### src/rtl/tag_dispatch_pkg.sv
package tag_dispatch_pkg;
  localparam int TAG_W  = 1;
  localparam int OP_W   = 2;
  localparam int DATA_W = 6;
  localparam int CODE_W = 2;
  localparam int CMD_W  = TAG_W + OP_W + DATA_W;
  localparam int RSP_W  = CODE_W + DATA_W;
  localparam int NUM_SLV = 1 << TAG_W;

  typedef enum logic [OP_W-1:0] {
    OP_IDLE  = 2'b00,
    OP_WRITE = 2'b01,
    OP_READ  = 2'b10,
    OP_RSVD  = 2'b11
  } op_e;

  typedef enum logic [CODE_W-1:0] {
    RSP_IDLE   = 2'b00,
    RSP_WR_OK  = 2'b01,
    RSP_RD_DAT = 2'b10,
    RSP_NONE   = 2'b11
  } code_e;

  typedef struct packed {
    logic [TAG_W-1:0]  tag;
    op_e               op;
    logic [DATA_W-1:0] data;
  } cmd_t;

  typedef struct packed {
    code_e             code;
    logic [DATA_W-1:0] data;
  } rsp_t;
endpackage

### src/rtl/cmd_router.sv
module cmd_router
  import tag_dispatch_pkg::*;
(
  input  logic cmd_valid_i,
  input  cmd_t cmd_i,
  output op_e  slv_op_o [NUM_SLV]
);
  // Unselected slaves and reserved op codes see idle.
  for (genvar s = 0; s < NUM_SLV; s++) begin : g_route
    always_comb begin
      slv_op_o[s] = OP_IDLE;
      if (cmd_valid_i && (cmd_i.tag == TAG_W'(s)) &&
          (cmd_i.op == OP_WRITE || cmd_i.op == OP_READ))
        slv_op_o[s] = cmd_i.op;
    end
  end
endmodule

### src/rtl/pattern_reg.sv
module pattern_reg
  import tag_dispatch_pkg::*;
#(
  parameter int PAT_W = 4
) (
  input  logic              clk_i,
  input  logic              rst_ni,
  input  op_e               op_i,
  input  logic [DATA_W-1:0] wdata_i,
  output rsp_t              rsp_o
);
  logic [PAT_W-1:0] pat_q;
  rsp_t             rsp_q;

  always_ff @(posedge clk_i or negedge rst_ni) begin
    if (!rst_ni) begin
      pat_q <= '0;
      rsp_q <= '0;
    end else begin
      unique case (op_i)
        OP_WRITE: begin
          pat_q      <= wdata_i[PAT_W-1:0];
          rsp_q.code <= RSP_WR_OK;
          rsp_q.data <= '0;
        end
        OP_READ: begin
          rsp_q.code <= RSP_RD_DAT;
          rsp_q.data <= DATA_W'(pat_q);
        end
        default: rsp_q <= '0;
      endcase
    end
  end

  assign rsp_o = rsp_q;

  p_write_store_r2: assert property (@(posedge clk_i) disable iff (!rst_ni)
    op_i == OP_WRITE |=> pat_q == $past(wdata_i[PAT_W-1:0]) && rsp_q.code == RSP_WR_OK);

  p_read_keep_r3: assert property (@(posedge clk_i) disable iff (!rst_ni)
    op_i == OP_READ |=> $stable(pat_q) && rsp_q.code == RSP_RD_DAT && rsp_q.data == DATA_W'(pat_q));

  p_idle_keep_r4: assert property (@(posedge clk_i) disable iff (!rst_ni)
    op_i == OP_IDLE |=> $stable(pat_q) && rsp_q == '0);
endmodule

### src/rtl/rsp_select.sv
module rsp_select
  import tag_dispatch_pkg::*;
(
  input  rsp_t             slv_rsp_i [NUM_SLV],
  input  logic [TAG_W-1:0] sel_i,
  output rsp_t             rsp_o
);
  always_comb begin
    rsp_o = '0;
    for (int s = 0; s < NUM_SLV; s++)
      if (sel_i == TAG_W'(s)) rsp_o = slv_rsp_i[s];
  end
endmodule

### src/rtl/tag_dispatch.sv
module tag_dispatch
  import tag_dispatch_pkg::*;
#(
  parameter int LED_W = 4,
  parameter int RGB_W = 6
) (
  input  logic             clk_i,
  input  logic             rst_ni,
  input  logic             cmd_valid_i,
  input  logic [CMD_W-1:0] cmd_i,
  output logic             rsp_valid_o,
  output logic [RSP_W-1:0] rsp_o
);
  cmd_t             cmd;
  op_e              slv_op  [NUM_SLV];
  rsp_t             slv_rsp [NUM_SLV];
  rsp_t             rsp_sel;
  logic [TAG_W-1:0] sel_q;
  logic             valid_q;

  assign cmd = cmd_t'(cmd_i);

  cmd_router u_router (
    .cmd_valid_i (cmd_valid_i),
    .cmd_i       (cmd),
    .slv_op_o    (slv_op)
  );

  for (genvar s = 0; s < NUM_SLV; s++) begin : g_slv
    localparam int W = (s == 0) ? LED_W : RGB_W;
    pattern_reg #(.PAT_W(W)) u_pat (
      .clk_i   (clk_i),
      .rst_ni  (rst_ni),
      .op_i    (slv_op[s]),
      .wdata_i (cmd.data),
      .rsp_o   (slv_rsp[s])
    );
  end

  always_ff @(posedge clk_i or negedge rst_ni) begin
    if (!rst_ni) begin
      valid_q <= 1'b0;
      sel_q   <= '0;
    end else begin
      valid_q <= cmd_valid_i;
      if (cmd_valid_i) sel_q <= cmd.tag;
    end
  end

  rsp_select u_sel (
    .slv_rsp_i (slv_rsp),
    .sel_i     (sel_q),
    .rsp_o     (rsp_sel)
  );

  assign rsp_valid_o = valid_q;
  assign rsp_o       = rsp_sel;

  p_rsp_follows_r6: assert property (@(posedge clk_i) disable iff (!rst_ni)
    cmd_valid_i |=> rsp_valid_o);

  p_no_rsp_r6: assert property (@(posedge clk_i) disable iff (!rst_ni)
    !cmd_valid_i |=> !rsp_valid_o);

  p_rsvd_idle_r5: assert property (@(posedge clk_i) disable iff (!rst_ni)
    cmd_valid_i && cmd.op == OP_RSVD |=> rsp_valid_o && rsp_o == '0);

  p_unsel_idle_r7: assert property (@(posedge clk_i) disable iff (!rst_ni)
    cmd_valid_i && cmd.tag == '0 |-> slv_op[1] == OP_IDLE);

  p_route_r1: assert property (@(posedge clk_i) disable iff (!rst_ni)
    cmd_valid_i && cmd.tag == 1'b1 |-> slv_op[0] == OP_IDLE);
endmodule

### config.mk
export PLATFORM = sky130hd
export DESIGN_NAME = tag_dispatch
export DESIGN_NICKNAME = d
export VERILOG_FILES = /design/src/rtl/tag_dispatch_pkg.sv /design/src/rtl/cmd_router.sv /design/src/rtl/pattern_reg.sv /design/src/rtl/rsp_select.sv /design/src/rtl/tag_dispatch.sv
export SDC_FILE = /design/constraint.sdc
export NUM_CORES = 1
export LEC_CHECK = 0
export BUFFER_PORTS_ARGS = -buffer_cell sky130_fd_sc_hd__clkbuf_2
export CAP_MARGIN = 25
export CORE_MARGIN = 10
export CORE_UTILIZATION = 30
export CTS_CLUSTER_SIZE = 8
export DETAILED_ROUTE_END_ITERATION = 12
export GPL_TIMING_DRIVEN = 1
export PLACE_DENSITY = 0.49
export SLEW_MARGIN = 20
export SYNTH_ARGS = -nofsm -noshare
export SYNTH_HDL_FRONTEND = slang
export SYNTH_HIERARCHICAL = 1
export SYNTH_SLANG_ARGS = --single-unit
export TNS_END_PERCENT = 50
### constraint.sdc
create_clock -name clk_i -period 0.94 [get_ports clk_i]
set_input_delay 0.047 -clock clk_i [delete_from_list [all_inputs] [get_ports clk_i]]
set_output_delay 0.047 -clock clk_i [all_outputs]
set_load 0.005 [all_outputs]
# After elaboration in Yosys (flattened, before gate mapping)

Cells that the tools add are included.

Output and inout bits: 9
Bits in registers: 28
Word-level logic and storage cells: 25

Equal/unequal tests: 6
Reduce and logical (&&, ||, !) cells: 5
Multiplexer cells: 5
Bitwise logic cells: 1

Operators by type and width:

| kind                                           | number |
|---|---|
| one-hot mux 8 bit (2 select lines)             | 2 |
| two-way mux 8 bit                              | 1 |
| == test 2 x 1 -> 1 bit (second input constant) | 3 |
| == test 2 bit (second input constant)          | 3 |
| logical AND 1 bit                              | 4 |
| two-way mux 2 bit                              | 2 |
| logical OR 1 bit                               | 1 |
| inverter 1 bit                                 | 1 |

# Depth between registers and ports, before layout

Depth after elaboration: 6
Depth in mapped cells: 4
Gate-level depth less buffers: 4

# By module

The synthesis kept the hierarchy.

Modules (own cells, without submodules):

| module                        | sequential area each (sq um) | area each (sq um) | cells each | instances |
|---|---|---|---|---|
| pattern_reg at g_slv[1].u_pat | 350.3                        | 494.2             | 29         | 1 |
| pattern_reg at g_slv[0].u_pat | 250.2                        | 406.6             | 27         | 1 |
| rsp_select                    | 0.0                          | 131.4             | 9          | 1 |
| tag_dispatch                  | 50.0                         | 65.1              | 3          | 1 |
| cmd_router                    | 0.0                          | 47.5              | 4          | 1 |

# Worst setup path after synthesis

OpenSTA, ideal clock, no wires.

Path type: input-to-reg
Start point: in cmd_i[6]
End point: reg g_slv[0].u_pat.pat_q[0]
Slack: -114 ps
Arrival time: 926 ps
Required time: 812 ps
Buffers on the path: 0
Stages: 4
Cells stage by stage: and4bb_1 -> inv_1 -> ha_1 -> mux2_1

Cells in the longest elaborated chain, start to end: 5
Elaborated cells on any way between the ends: 6
Those cells by class: eq/ne: 3; mux: 1; reduce/logical: 2

RTL lines:

| what                                                           | RTL line           | RTL |
|---|---|---|
| start, declared                                                | tag_dispatch.sv:10 | `input logic [CMD_W-1:0] cmd_i,` |
| == test 2 x 1 -> 1 bit / == test 2 bit (equally long branches) | cmd_router.sv:13   | `(cmd_i.op == OP_WRITE \|\| cmd_i.op == OP_READ))` |
| logical OR 1 bit                                               | cmd_router.sv:13   |  |
| logical AND 1 bit                                              | cmd_router.sv:12   | `if (cmd_valid_i && (cmd_i.tag == TAG_W'(s)) &&` |
| two-way mux 2 bit (*)                                          | cmd_router.sv:12   |  |
| == test 2 x 1 -> 1 bit (*)                                     | pattern_reg.sv:20  | `unique case (op_i)` |
| end signal, assigned                                           | pattern_reg.sv:22  | `pat_q <= wdata_i[PAT_W-1:0];` |
| end, declared                                                  | pattern_reg.sv:12  | `logic [PAT_W-1:0] pat_q;` |

Mark *: on every way between the ends. The rest lies on a longest branch, timed or not.
A chain may end at the register's enable or synchronous reset.

# Worst setup path after layout

Start point: reg sel_q
End point: out rsp_o[3]

Cells in the longest elaborated chain, start to end: 1

RTL lines:

| what                   | RTL line           | RTL |
|---|---|---|
| start, declared        | tag_dispatch.sv:18 | `logic [TAG_W-1:0] sel_q;` |
| start signal, assigned | tag_dispatch.sv:46 | `if (cmd_valid_i) sel_q <= cmd.tag;` |
| two-way mux 8 bit      | rsp_select.sv:11   | `if (sel_i == TAG_W'(s)) rsp_o = slv_rsp_i[s];` |
| end, declared          | tag_dispatch.sv:12 | `output logic [RSP_W-1:0] rsp_o` |

No other way between the ends.

==> flow_summary.json <==
{
  "status": "finished, violations left",
  "violations": "negative setup slack",
  "p_sw_frac": 0.215,
  "synthAdderAreaFrac": 0.0437,
  "cts_made_buffers": 3,
  "ys_ff_latch": 26,
  "criticalPathCategory": "reg2out",
  "regToRegSetupSlack_ns": 0.01,
  "io-pin-count": 21,
  "clkLatencyLatePin_ns": 0.26,
  "max-cap-violations": 0,
  "r2r_cells": 2,
  "die-area_um2": 6690,
  "gp_congestion": 0.679,
  "cts_buffer_depth": 2,
  "pwr-share-clk": 0.270,
  "drc_errors": 0,
  "coreArea_um2": 3690,
  "first_iter_violations": 12,
  "hold_depth": 2,
  "final_common_cell": "dfrtp_1",
  "cts.sinks": 26,
  "yosysWarnings": 6,
  "pre_cts_slack_ns": -0.306,
  "dieHeight_um": 81.8,
  "layout.nets": 119,
  "initial_core_util": 0.310,
  "clock.fmax_mhz": 786,
  "clk_pin_slew_ns": 0.08,
  "drive_gt1_frac": 0.574,
  "setup_violations": 9,
  "wl_um": 1930,
  "ys_seq_area_frac": 0.568,
  "core.rowCount": 22,
  "p_leak_uw": 0.000741,
  "grt_pass1_vias": 699,
  "yosys-mux-area-fraction": 0.216,
  "crit_arrival_ns": 1.23,
  "power_frac_comb": 0.145,
  "period_needed_ns": 1.27,
  "ir_worst_vdd_mv": 0.535,
  "path_max_fanout": 7,
  "yosys.area_share.simple": 0.129,
  "worstHoldStart": "cmd_i[3]",
  "clock-skew-final_ns": 0.00331,
  "synthXorXnorAreaFrac": 0,
  "p_switching_uw": 473,
  "grt_remaining_overflow": 0,
  "grt_max_degree": 27,
  "p_int_uw": 1730,
  "crit_path_end_kind": "primary output",
  "hold_class": "in2reg",
  "netlist_area_um2": 1140,
  "holdPathEnd": "g_slv[0].u_pat/pat_q[3]",
  "global_route.usage.total": 0.0638,
  "slew_viol_final": 0,
  "port_buffers": 20,
  "syn_inst": 72,
  "synth-compound-area-share": 0,
  "rsz0062_at_grt": "yes",
  "htree_levels": 1,
  "cts_tree": "yes",
  "p_per_area_nw_per_um2": 1550,
  "totalPowerFinal_uw": 2200,
  "post_cts_buffers": 0,
  "num_vias": 629,
  "yosysUniqueCellTypes": 16,
  "layout_common_cells": "dfrtp_1 (26), clkbuf_2 (19), mux2_4 (14), buf_4 (7), and2_2 (6)",
  "start_kind": "flip-flop",
  "finalCritPeriodShare": 1.35,
  "hpwl_um": 1480,
  "drt_pass1_iterations": 2,
  "antenna_cells": 0,
  "grt_pass1_wl_um": 3190,
  "root_buffer": "clkbuf_8",
  "vias_per_cell": 4.22,
  "routedWlPerCell_um": 13.0,
  "r2r-start": "sel_q",
  "hold_violations": 0,
  "fin_ws_ns": -0.333,
  "postRouteAntennaNets": 0,
  "area_growth_pct": 24.5,
  "power_frac_seq": 0.586,
  "syn_area_per_cell_um2": 15.9,
  "fp.dieW_um": 81.8,
  "antenna_found_initial": 0,
  "critPathRequiredTime_ns": 0.89,
  "synth_top_family_by_area": "multiplexers",
  "r2r_end": "sel_q"
}
[routing by layer]
layer,vias up,GRT usage,part of all wire
met5,-,0,0
met4,0,0.0510,0.027
met3,4,0.0153,0.051
met2,12,0.103,0.50
met1,314,0.0705,0.42
li1,299,-,-
[registers in the layout, indices dropped and copies added (netlist names)]
register           cells
g_slv.u_pat/rsp_o     14
rsp_valid_o            1
sel_q                  1
g_slv.u_pat/pat_q     10
[cell families (layout without fill, tap and decap cells)]
| family | Yosys count | count (layout) |
|---|---|---|
| DFF | 26 | 26 |
| muxes | 19 | 19 |
| and+or+nand+nor | 16 | 16 |
| buffers and inverters | 6 | 34 |
| adders and majority gates | 4 | 4 |
| other | 1 | 2 |
[stage by stage]
stage               instances  instance area [µm²]  hold slack, ns  TNS, ns   util
floorplan                  73                 1160          -0.249   -0.754      -
global placement          145                 1360          0.0509    -5.64  0.368
detailed placement        145                 1360          0.0587    -5.69  0.368
CTS                       149                 1410         0.00543    -2.88  0.382
global route              149                 1430         0.00230    -3.08  0.386
finish                    149                 1430          0.0142    -2.66  0.386
[power groups by stage]
stage / clock (µW) / combinational [µW] / sequential [µW]
5_1_grt: 675 / 352 / 1310
6_report: 594 / 319 / 1290
2_1_floorplan: 0 / 199 / 1290
4_1_cts: 632 / 313 / 1290
3_5_place_dp: 0 / 309 / 1310
3_3_place_gp: 0 / 302 / 1310
[critical path: stages, from the launching register on]
cell and delay, ns:
dfrtp_1 0.41, buf_12 0.15, mux2_4 0.29, clkbuf_2 0.11
[synthesized netlist by cell type]
cell type,count,share of area
dfrtp_1,26,0.57
mux2_4,9,0.12
and2_2,6,0.039
mux2_2,6,0.059
and3b_1,4,0.031
ha_1,4,0.044
mux2_1,4,0.039
and4b_2,2,0.020
buf_4,2,0.013
buf_6,2,0.020
inv_1,2,0.0066
and4bb_1,1,0.011
and4bb_2,1,0.011
conb_1,1,0.0033
nor2b_1,1,0.0055
nor2b_4,1,0.012
[worst max path at each step]
stage / from / to / cells past startpoint / slack (ns)
6_report: sel_q / rsp_o[3] / 3 / -0.33
3_5_place_dp: cmd_i[7] / g_slv[1].u_pat/pat_q[5] / 4 / -0.31
2_1_floorplan: cmd_i[6] / g_slv[0].u_pat/pat_q[0] / 4 / -0.07
5_1_grt: sel_q / rsp_o[4] / 3 / -0.38
3_3_place_gp: cmd_i[6] / g_slv[1].u_pat/rsp_o[3] / 4 / -0.30
4_1_cts: sel_q / rsp_o[3] / 3 / -0.36
[timing repair]
item	CTS	global route
endpoints found under the setup margin	11	20
endpoints found under the hold margin	26	0
gates resized for setup	0	4
hold buffers	1	0
[final cells by class]
cell class,count,area [µm²]
Fill cell,360,2260
Multi-Input combinational cell,41,477
Timing Repair Buffer,29,189
Clock buffer,3,41.3
Tap cell,48,60.1
Sequential cell,26,651
Inverter,2,7.51
Power figures use the tool's default switching activity.
